[src/rtl/irqp_pkg.sv]
package irqp_pkg;
  localparam int unsigned NUM_GRP     = 12;
  localparam int unsigned SRC_PER_GRP = 8;
  localparam int unsigned NUM_SRC     = NUM_GRP * SRC_PER_GRP;
endpackage

[src/rtl/irqp_grp_slot.sv]
module irqp_grp_slot #(
  parameter int unsigned NS  = 8,
  parameter int unsigned SIW = (NS > 1) ? $clog2(NS) : 1
) (
  input  logic           clk_i,
  input  logic           rst_ni,
  input  logic [NS-1:0]  set_i,
  input  logic [NS-1:0]  clr_i,
  input  logic           en_we_i,
  input  logic [NS-1:0]  en_wd_i,
  input  logic           take_i,
  input  logic           ack_clr_i,
  output logic           req_o,
  output logic [SIW-1:0] sel_o,
  output logic           sel_vld_o,
  output logic           ack_o
);
  logic [NS-1:0] pend_q, en_q, act, take_mask;
  logic          ack_q;

  assign act = pend_q & en_q;

  // lowest index wins
  always_comb begin
    sel_o     = '0;
    sel_vld_o = 1'b0;
    for (int i = NS - 1; i >= 0; i--) begin
      if (act[i]) begin
        sel_o     = SIW'(i);
        sel_vld_o = 1'b1;
      end
    end
  end

  assign take_mask = (take_i && sel_vld_o) ? (NS'(1) << sel_o) : '0;

  always_ff @(posedge clk_i or negedge rst_ni) begin
    if (!rst_ni) begin
      pend_q <= '0;
      en_q   <= '0;
      ack_q  <= 1'b0;
    end else begin
      pend_q <= (pend_q & ~clr_i & ~take_mask) | set_i;
      if (en_we_i) en_q <= en_wd_i;
      if (take_i)         ack_q <= 1'b1;
      else if (ack_clr_i) ack_q <= 1'b0;
    end
  end

  assign req_o = (|act) & ~ack_q;
  assign ack_o = ack_q;
endmodule

[src/rtl/irqp_line_arb.sv]
module irqp_line_arb #(
  parameter int unsigned NG  = 12,
  parameter int unsigned LIW = (NG > 1) ? $clog2(NG) : 1
) (
  input  logic [NG-1:0]  flag_i,
  input  logic [NG-1:0]  en_i,
  input  logic           mask_i,
  output logic           irq_o,
  output logic [LIW-1:0] idx_o
);
  logic [NG-1:0] elig;

  assign elig = mask_i ? '0 : (flag_i & en_i);

  always_comb begin
    idx_o = '0;
    irq_o = 1'b0;
    for (int i = NG - 1; i >= 0; i--) begin
      if (elig[i]) begin
        idx_o = LIW'(i);
        irq_o = 1'b1;
      end
    end
  end
endmodule

[src/rtl/irqp_top.sv]
module irqp_top
  import irqp_pkg::*;
#(
  parameter int unsigned NG  = NUM_GRP,
  parameter int unsigned NS  = SRC_PER_GRP,
  parameter int unsigned GNW = $clog2(NG + 1),
  parameter int unsigned SNW = $clog2(NS + 1)
) (
  input  logic             clk_i,
  input  logic             rst_ni,
  input  logic [NG*NS-1:0] req_i,
  input  logic [NG*NS-1:0] periph_en_i,
  input  logic [NG*NS-1:0] pend_clr_i,
  input  logic             src_en_we_i,
  input  logic [NG*NS-1:0] src_en_wd_i,
  input  logic             line_en_we_i,
  input  logic [NG-1:0]    line_en_wd_i,
  input  logic [NG-1:0]    grp_ack_clr_i,
  input  logic             gmask_clr_i,
  input  logic             ack_i,
  output logic             irq_o,
  output logic [GNW-1:0]   irq_line_o,
  output logic [NG-1:0]    cpu_flag_o,
  output logic             gmask_o,
  output logic [NG-1:0]    grp_ack_o,
  output logic             taken_o,
  output logic [GNW-1:0]   vec_grp_o,
  output logic [SNW-1:0]   vec_src_o
);
  localparam int unsigned GIW = (NG > 1) ? $clog2(NG) : 1;
  localparam int unsigned SIW = (NS > 1) ? $clog2(NS) : 1;

  logic [NG-1:0]  grp_req, sel_vld, take_oh, flag_q, line_en_q;
  logic [SIW-1:0] sel_w [NG];
  logic [GIW-1:0] line_idx;
  logic           irq, take, gmask_q;
  logic           taken_q;
  logic [GNW-1:0] vec_grp_q;
  logic [SNW-1:0] vec_src_q;

  assign take    = ack_i & irq;
  assign take_oh = take ? (NG'(1) << line_idx) : '0;

  for (genvar g = 0; g < NG; g++) begin : g_grp
    irqp_grp_slot #(.NS(NS), .SIW(SIW)) u_slot (
      .clk_i     (clk_i),
      .rst_ni    (rst_ni),
      .set_i     (req_i[g*NS +: NS] & periph_en_i[g*NS +: NS]),
      .clr_i     (pend_clr_i[g*NS +: NS]),
      .en_we_i   (src_en_we_i),
      .en_wd_i   (src_en_wd_i[g*NS +: NS]),
      .take_i    (take_oh[g]),
      .ack_clr_i (grp_ack_clr_i[g]),
      .req_o     (grp_req[g]),
      .sel_o     (sel_w[g]),
      .sel_vld_o (sel_vld[g]),
      .ack_o     (grp_ack_o[g])
    );
  end

  irqp_line_arb #(.NG(NG), .LIW(GIW)) u_arb (
    .flag_i (flag_q),
    .en_i   (line_en_q),
    .mask_i (gmask_q),
    .irq_o  (irq),
    .idx_o  (line_idx)
  );

  always_ff @(posedge clk_i or negedge rst_ni) begin
    if (!rst_ni) begin
      flag_q    <= '0;
      line_en_q <= '0;
      gmask_q   <= 1'b1;
      taken_q   <= 1'b0;
      vec_grp_q <= '0;
      vec_src_q <= '0;
    end else begin
      flag_q <= (flag_q | grp_req) & ~take_oh;
      if (line_en_we_i) line_en_q <= line_en_wd_i;
      if (take)             gmask_q <= 1'b1;
      else if (gmask_clr_i) gmask_q <= 1'b0;
      taken_q <= take;
      if (take) begin
        vec_grp_q <= GNW'(line_idx) + GNW'(1);
        vec_src_q <= sel_vld[line_idx] ? (SNW'(sel_w[line_idx]) + SNW'(1)) : '0;
      end
    end
  end

  assign irq_o      = irq;
  assign irq_line_o = irq ? (GNW'(line_idx) + GNW'(1)) : '0;
  assign cpu_flag_o = flag_q;
  assign gmask_o    = gmask_q;
  assign taken_o    = taken_q;
  assign vec_grp_o  = vec_grp_q;
  assign vec_src_o  = vec_src_q;
endmodule

[config.mk]
export PLATFORM = sky130hd
export DESIGN_NAME = irqp_top
export DESIGN_NICKNAME = d
export VERILOG_FILES = /design/src/rtl/irqp_pkg.sv /design/src/rtl/irqp_grp_slot.sv /design/src/rtl/irqp_line_arb.sv /design/src/rtl/irqp_top.sv
export SDC_FILE = /design/constraint.sdc
export NUM_CORES = 1
export LEC_CHECK = 0
export BUFFER_PORTS_ARGS = -buffer_cell sky130_fd_sc_hd__buf_2
export CAP_MARGIN = 10
export CORE_UTILIZATION = 40
export CTS_BUF_LIST = sky130_fd_sc_hd__clkbuf_8 sky130_fd_sc_hd__clkbuf_16
export CTS_CLUSTER_DIAMETER = 200
export DETAILED_ROUTE_END_ITERATION = 8
export MAX_ROUTING_LAYER = met4
export PLACE_DENSITY = 0.68
export SYNTH_ARGS = -nofsm -noshare
export SYNTH_HDL_FRONTEND = slang
export SYNTH_SLANG_ARGS = --single-unit
[constraint.sdc]
create_clock -name clk_i -period 2.9 [get_ports clk_i]
set_clock_uncertainty 0.1 [all_clocks]
set_input_delay 0.58 -clock clk_i [delete_from_list [all_inputs] [get_ports clk_i]]
set_output_delay 0.58 -clock clk_i [all_outputs]
set_load 0.005 [all_outputs]
======== Word-level counts from Yosys, hierarchy flattened ========
Cells that the tools add are included.
W data, S select, Z words.
storage, ports and cells
  flip-flop bits (word level) ............. 238
  bits in latches ......................... 0
  RAM bits ................................ 0
  bits in read-only memories .............. 0
  input port bits ......................... 414
  output and inout bits ................... 39
  logic and storage cells ................. 473
  memories ................................ 0
operators by class
  $add $sub $neg .......................... 2
  $mul .................................... 0
  divide/modulo/power cells ............... 0
  magnitude comparators ................... 2
  equal/unequal tests ..................... 0
  shift operators ......................... 13
  mux-type cells .......................... 263
  bitwise logic cells ..................... 114
  reductions and logical operators ........ 37
operators with widths
  kind                    count
  $and A8 B8 Y8           48
  $mux W3                 98
  $not A8 Y8              24
  $mux W1                 135
  $mux W8                 12
  $or A8 B8 Y8            12
  $reduce_or A8 Y1        12
  $shl A1 B3 Y8 const A   12
  $mux W4                 14
  $reduce_bool A2 Y1      13
  $and A12 B12 Y12        2
  $mux W12                2
  $and A1 B1 Y1           13
  $bmux W3 S4             1
  $logic_and A1 B1 Y1     12
  $not A1 Y1              12
  $not A12 Y12            1
  $or A12 B12 Y12         1
  $shl A1 B4 Y12 const A  1
  $ge A5 B5 Y1 const B    1
  $lt A4 B5 Y1 const B    1
  $not A4 Y5              1
  $add A3 B1 Y4 const B   1
  $add A4 B1 Y4 const B   1
  $bmux W1 S4             1

======== Depth between registers and ports, before layout ========
  word-level depth ........................ 21
  depth in mapped cells ................... 17
  mapped depth without buffers ............ 15

======== Cells and area by module ========
From an unflattened synthesis, not the netlist that was laid out.
second synthesis, totals
  cell total of the unflattened synthesis .. 1210
  area total of the unflattened synthesis .. 12777.3 um2
by module, submodules not included
  module         instances  cells an instance  area an instance (um2)  sequential area each (um2)
  irqp_grp_slot  12         76                 838.3                   425.4
  irqp_top       1          263                2514.9                  852.1
  irqp_line_arb  1          35                 202.7                   0.0

======== Worst setup path before layout ========
No wires, ideal clock.
  path kind ............................... register to register
  start ................................... register gmask_q (netlist: gmask_o)
  end ..................................... register vec_src_q[2] (netlist: vec_src_o[2])
  setup time .............................. 0.121 ns
  arrival time ............................ 2.917 ns
  required time ........................... 2.679 ns
  slack ................................... -0.238 ns
  cell stages (with the launch flop) ...... 18
  buffers on the path ..................... 3
  clock period less this slack ............ 3.138 ns
  cell sequence ........................... dfstp_2 buf_4 a21oi_1 o31a_4 inv_6 buf_12 buf_8 nor2_2 a31oi_1 a21oi_1 a211oi_1 inv_1 ha_1 inv_1 nor3_1 o31a_1 nand4bb_1 a22o_1
between the ends
  word-level cells in the longest chain between the ends .. 19
  elaborated cells on any way between the ends .. 34
  classes of those cells .................. add/sub (1); mux (31); bitwise (2)
RTL lines
  item                                        line                 RTL
  start, declared                             irqp_top.sv:36       logic irq, take, gmask_q;
  start signal, assigned                      irqp_top.sv:73       gmask_q <= 1'b1;
  start signal, assigned                      irqp_top.sv:80       if (take) gmask_q <= 1'b1;
  start signal, assigned                      irqp_top.sv:81       else if (gmask_clr_i) gmask_q <= 1'b0;
  $mux W12 (*)                                irqp_line_arb.sv:13  assign elig = mask_i ? '0 : (flag_i & en_i);
  $mux W4 (12 in a row)                       irqp_line_arb.sv:19  if (elig[i]) begin
  $not A4 Y5 (not written as such)            irqp_top.sv:85       vec_src_q <= sel_vld[line_idx] ? (SNW'(sel_w[line_idx]) + SNW'(1)) : '0;
  $bmux W3 S4                                 irqp_top.sv:85
  $mux W3 (not written as such) (2 in a row)  irqp_top.sv:85
  $add A3 B1 Y4                               irqp_top.sv:85
  $mux W4                                     irqp_top.sv:85
  end signal, assigned                        irqp_top.sv:85
  end, declared                               irqp_top.sv:39       logic [SNW-1:0] vec_src_q;
Mark *: on every way between the ends. The rest lies on a longest branch, timed or not. The select of a mux whose other input is x is not followed.
A chain may end at the register's enable or synchronous reset.

======== Worst setup path after layout ========
  start ................................... register gmask_q (netlist: gmask_o)
  end ..................................... output irq_line_o[2]
between the ends
  word-level cells in the longest chain between the ends .. 15
  elaborated cells on any way between the ends .. 27
  classes of those cells .................. add/sub (1); mux (26)
RTL lines
  item                   line                 RTL
  $mux W12 (*)           irqp_line_arb.sv:13
  $mux W4 (12 in a row)  irqp_line_arb.sv:19
  $add A4 B1 Y4          irqp_top.sv:91       assign irq_line_o = irq ? (GNW'(line_idx) + GNW'(1)) : '0;
  $mux W4 (*)            irqp_top.sv:91
  end, declared          irqp_top.sv:22       output logic [GNW-1:0] irq_line_o,
Mark *: on every way between the ends. The rest lies on a longest branch, timed or not.

==> impl_metrics.py <==
metrics = {
    "die": {
        "die_h_um": 176,
        "dieArea_mm2": 0.0308,
        "ioPinCount": 453,
        "rows": 63,
        "start_util": 0.406,
        "core_area_mm2": 0.0296,
        "die_w_um": 176,
    },
    "sta": {
        "slew_viol_final": 0,
        "min_period_ns": 3.09,
        "fin_crit_sh": 1.07,
        "worst_slack_ns": -0.190,
        "hold_viol_final": 0,
        "slew_headroom": 0.613,
        "tightest_slew_ns": 0.580,
        "rsz0062_at_grt": "yes",
        "fmax_ghz": 0.324,
        "fin_setup_tns_ns": -1.17,
        "setup_viol": 16,
    },
    "final_layout": {
        "area_delta_synth_final_pct": 37.9,
        "mostFrequentLayoutCells": "447 x buf_2, 237 x dfrtp_1, 150 x nand2_1",
        "nNetsFinal": 2111,
        "stdcell_count": 2113,
        "drive_above_1_share": 0.446,
        "fin_util": 0.560,
        "final_common_cell": "buf_2",
    },
    "yosys": {
        "synthFlopType": "dfrtp_1",
        "synthTopCellsByArea": "dfrtp_1 49%, mux2_2 11%, a32o_1 7.6%",
        "yosysTopAreaCell": "dfrtp_1",
        "ys_warn_count": 0,
        "seq_area_frac_synth": 0.495,
        "netlist_area_mm2": 0.0120,
        "synthesis.nets": 1566,
        "synth_edf_count": 0,
        "synth_top_area_share": 0.493,
        "ys_types": 70,
        "async_flop_share": 1.00,
        "synth_seq_cells": 238,
        "synthCells": 1145,
        "avgSynthCellArea_um2": 10.5,
    },
    "placement": {
        "port_buffers": 452,
        "place_congestion": 0.892,
        "dp_hpwl_um": 32900,
        "dp.cells": 2033,
        "place_ws_ns": -0.103,
    },
    "detailed_routing": {
        "wire_per_inst_um": 19.5,
        "via_per_inst": 5.38,
        "drt-total-wl_um": 41300,
        "dr_total_vias": 11400,
        "drcViolationCount": 0,
        "drt_iter0_markers": 580,
        "ant_nets": 0,
        "dr.pass1.iters": 6,
    },
    "global_routing": {
        "grt_usage": 0.273,
        "grt_pass1_vias": 11600,
        "antenna_found_initial": 12,
        "overflow": 0,
        "grt_max_degree": 97,
        "grt_first_pass_wirelength_um": 62500,
    },
    "clock_tree": {
        "clk_path_buf_depth": 3,
        "clk_latency_ns": 0.54,
        "cts_buffers": 28,
        "htreeDepth": 1,
        "cts_num_sinks": 238,
        "clk_pin_slew_ns": 0.06,
        "cts_tree": "yes",
        "cts-root-buf": "clkbuf_16",
    },
    "pwr": {
        "ir_drop_v": 0.000511,
        "power_density_mw_per_mm2": 610,
        "comb_power_share": 0.276,
        "pwr-share-seq": 0.391,
        "p_int_uw": 7040,
        "switchingPower_uw": 3090,
        "p_clk_frac": 0.333,
        "swShare": 0.305,
        "leakage_uw": 0.00799,
    },
    "critical_path": {
        "worst-path-buf-inv": 2,
        "slowest_stage": "dfstp_2",
        "worstSetupEndpointType": "output port",
        "start_kind": "register",
        "crit_type": "register to output port",
        "rr_startpoint": "cpu_flag_o[3]",
        "cp_data_arrival_time_ns": 2.41,
        "r2r_slack_ns": -0.12,
        "crit_chain": "a21oi_1 -> o31a_4 -> buf_6 -> ha_4 -> ha_4 -> nor2_4 -> buf_6",
        "r2r_end": "vec_src_o[2]",
        "r2r_cells": 16,
        "max_stage_delay_ns": 0.63,
        "critPathMaxFanout": 6,
        "worstPathRequired_ns": 2.22,
        "critPathTopFamily": "flip-flops",
    },
    "worst_hold_path": {
        "hold_depth": 2,
        "min_to": "g_grp[10].u_slot.ack_o",
        "hp-class": "input pin to register",
        "worstHoldStart": "grp_ack_clr_i[10]",
    },
    "outcome": {
        "outcome": "finished, violations left",
        "violations": "negative setup slack",
    },
    "job": {
        "cap_violations": 0,
    },
}
[power groups by stage]
stage | clock network [uW] | logic, uW | registers [uW]
2_1_floorplan | 0 | 1390 | 3940
3_3_place_gp | 0 | 2510 | 3990
3_5_place_dp | 0 | 2540 | 4010
4_1_cts | 3450 | 2720 | 3950
5_1_grt | 3590 | 3020 | 4010
6_report | 3370 | 2790 | 3960
[worst max-delay path by stage]
stage / depth (start not counted) / to / startpoint
finish: 7 / irq_line_o[2] / gmask_o
global route: 9 / irq_line_o[2] / line_en_q[1]
CTS: 9 / irq_line_o[2] / line_en_q[1]
detailed placement: 15 / vec_src_o[2] / line_en_q[7]
global placement: 15 / vec_src_o[2] / cpu_flag_o[3]
floorplan: 15 / vec_src_o[2] / cpu_flag_o[5]
[timing repair]
item                                    4_1_cts  5_1_grt
pin swaps                                    12       10
setup buffers                                13        3
hold buffers                                  1        0
hold endpoints to repair                     61        0
gates resized for setup                      38       29
endpoints found under the setup margin       22       53
[logic make-up (layout without fill, tap and decap cells)]
logic type	count (synthesis)	count (layout)	synth area share
compound gates	266	266	0.179
fa+ha+maj	7	7	0.00727
buf+inv	149	714	0.0555
flops	238	238	0.495
mux	136	136	0.125
other cells	0	13	0
simple gates	349	349	0.138
[cell type report]
class,count,area [um^2]
Inverter,113,434
Timing Repair Buffer,551,3120
Clock inverter,16,91.3
Clock buffer,34,795
Antenna cell,13,32.5
Fill cell,2662,13000
Sequential cell,238,5960
Multi-Input combinational cell,758,5690
Tap cell,390,488
[sequential cells by signal, indices dropped and copies added (netlist names)]
| register | flops |
|---|---|
| cpu_flag_o | 12 |
| taken_o | 1 |
| g_grp.u_slot.pend_q | 96 |
| g_grp.u_slot.ack_o | 12 |
| g_grp.u_slot.en_q | 96 |
| line_en_q | 12 |
| vec_grp_o | 4 |
| gmask_o | 1 |
| vec_src_o | 4 |
[per-layer routing]
metal	global-route usage	vias up	wire length, um
met2	0.473	462	20600
met1	0.309	5481	16000
met5	-	-	0
li1	-	5331	-
met3	0.0556	95	3040
met4	0.103	0	1710
[stage by stage]
| stage | power (uW) | hold WS (ns) | cell area [um^2] |
|---|---|---|---|
| after floorplan | 5330 | 0.184 | 12100 |
| after global placement | 6500 | 0.360 | 15200 |
| after detailed placement | 6550 | 0.371 | 15200 |
| after CTS | 10100 | 0.0853 | 16400 |
| after global routing | 10600 | 0.108 | 16600 |
| final | 10100 | 0.106 | 16600 |
[cells in the mapped netlist (2+ instances only)]
cell type,count
nand4b_1,4
nand2_1,150
a21oi_1,34
nand2b_1,11
mux2_2,115
buf_4,16
nor4_1,4
a211oi_2,2
a211oi_1,4
buf_6,2
ha_1,7
a311oi_1,3
a32oi_1,14
and3b_1,4
nor3_1,8
o21ai_0,27
and2_1,12
mux2i_1,21
and3_1,4
nand3_1,46
nor2b_1,13
nand3b_1,8
nand4_1,15
a22oi_1,20
and4_1,2
o21ai_1,3
o22ai_1,3
clkbuf_1,11
a22o_1,25
buf_1,4
a31oi_1,7
o211ai_1,11
nor2_1,59
a21o_1,3
a32o_1,91
inv_1,111
dfrtp_1,237
o32ai_1,2
Note: power is estimated with default switching activity, not from simulation.
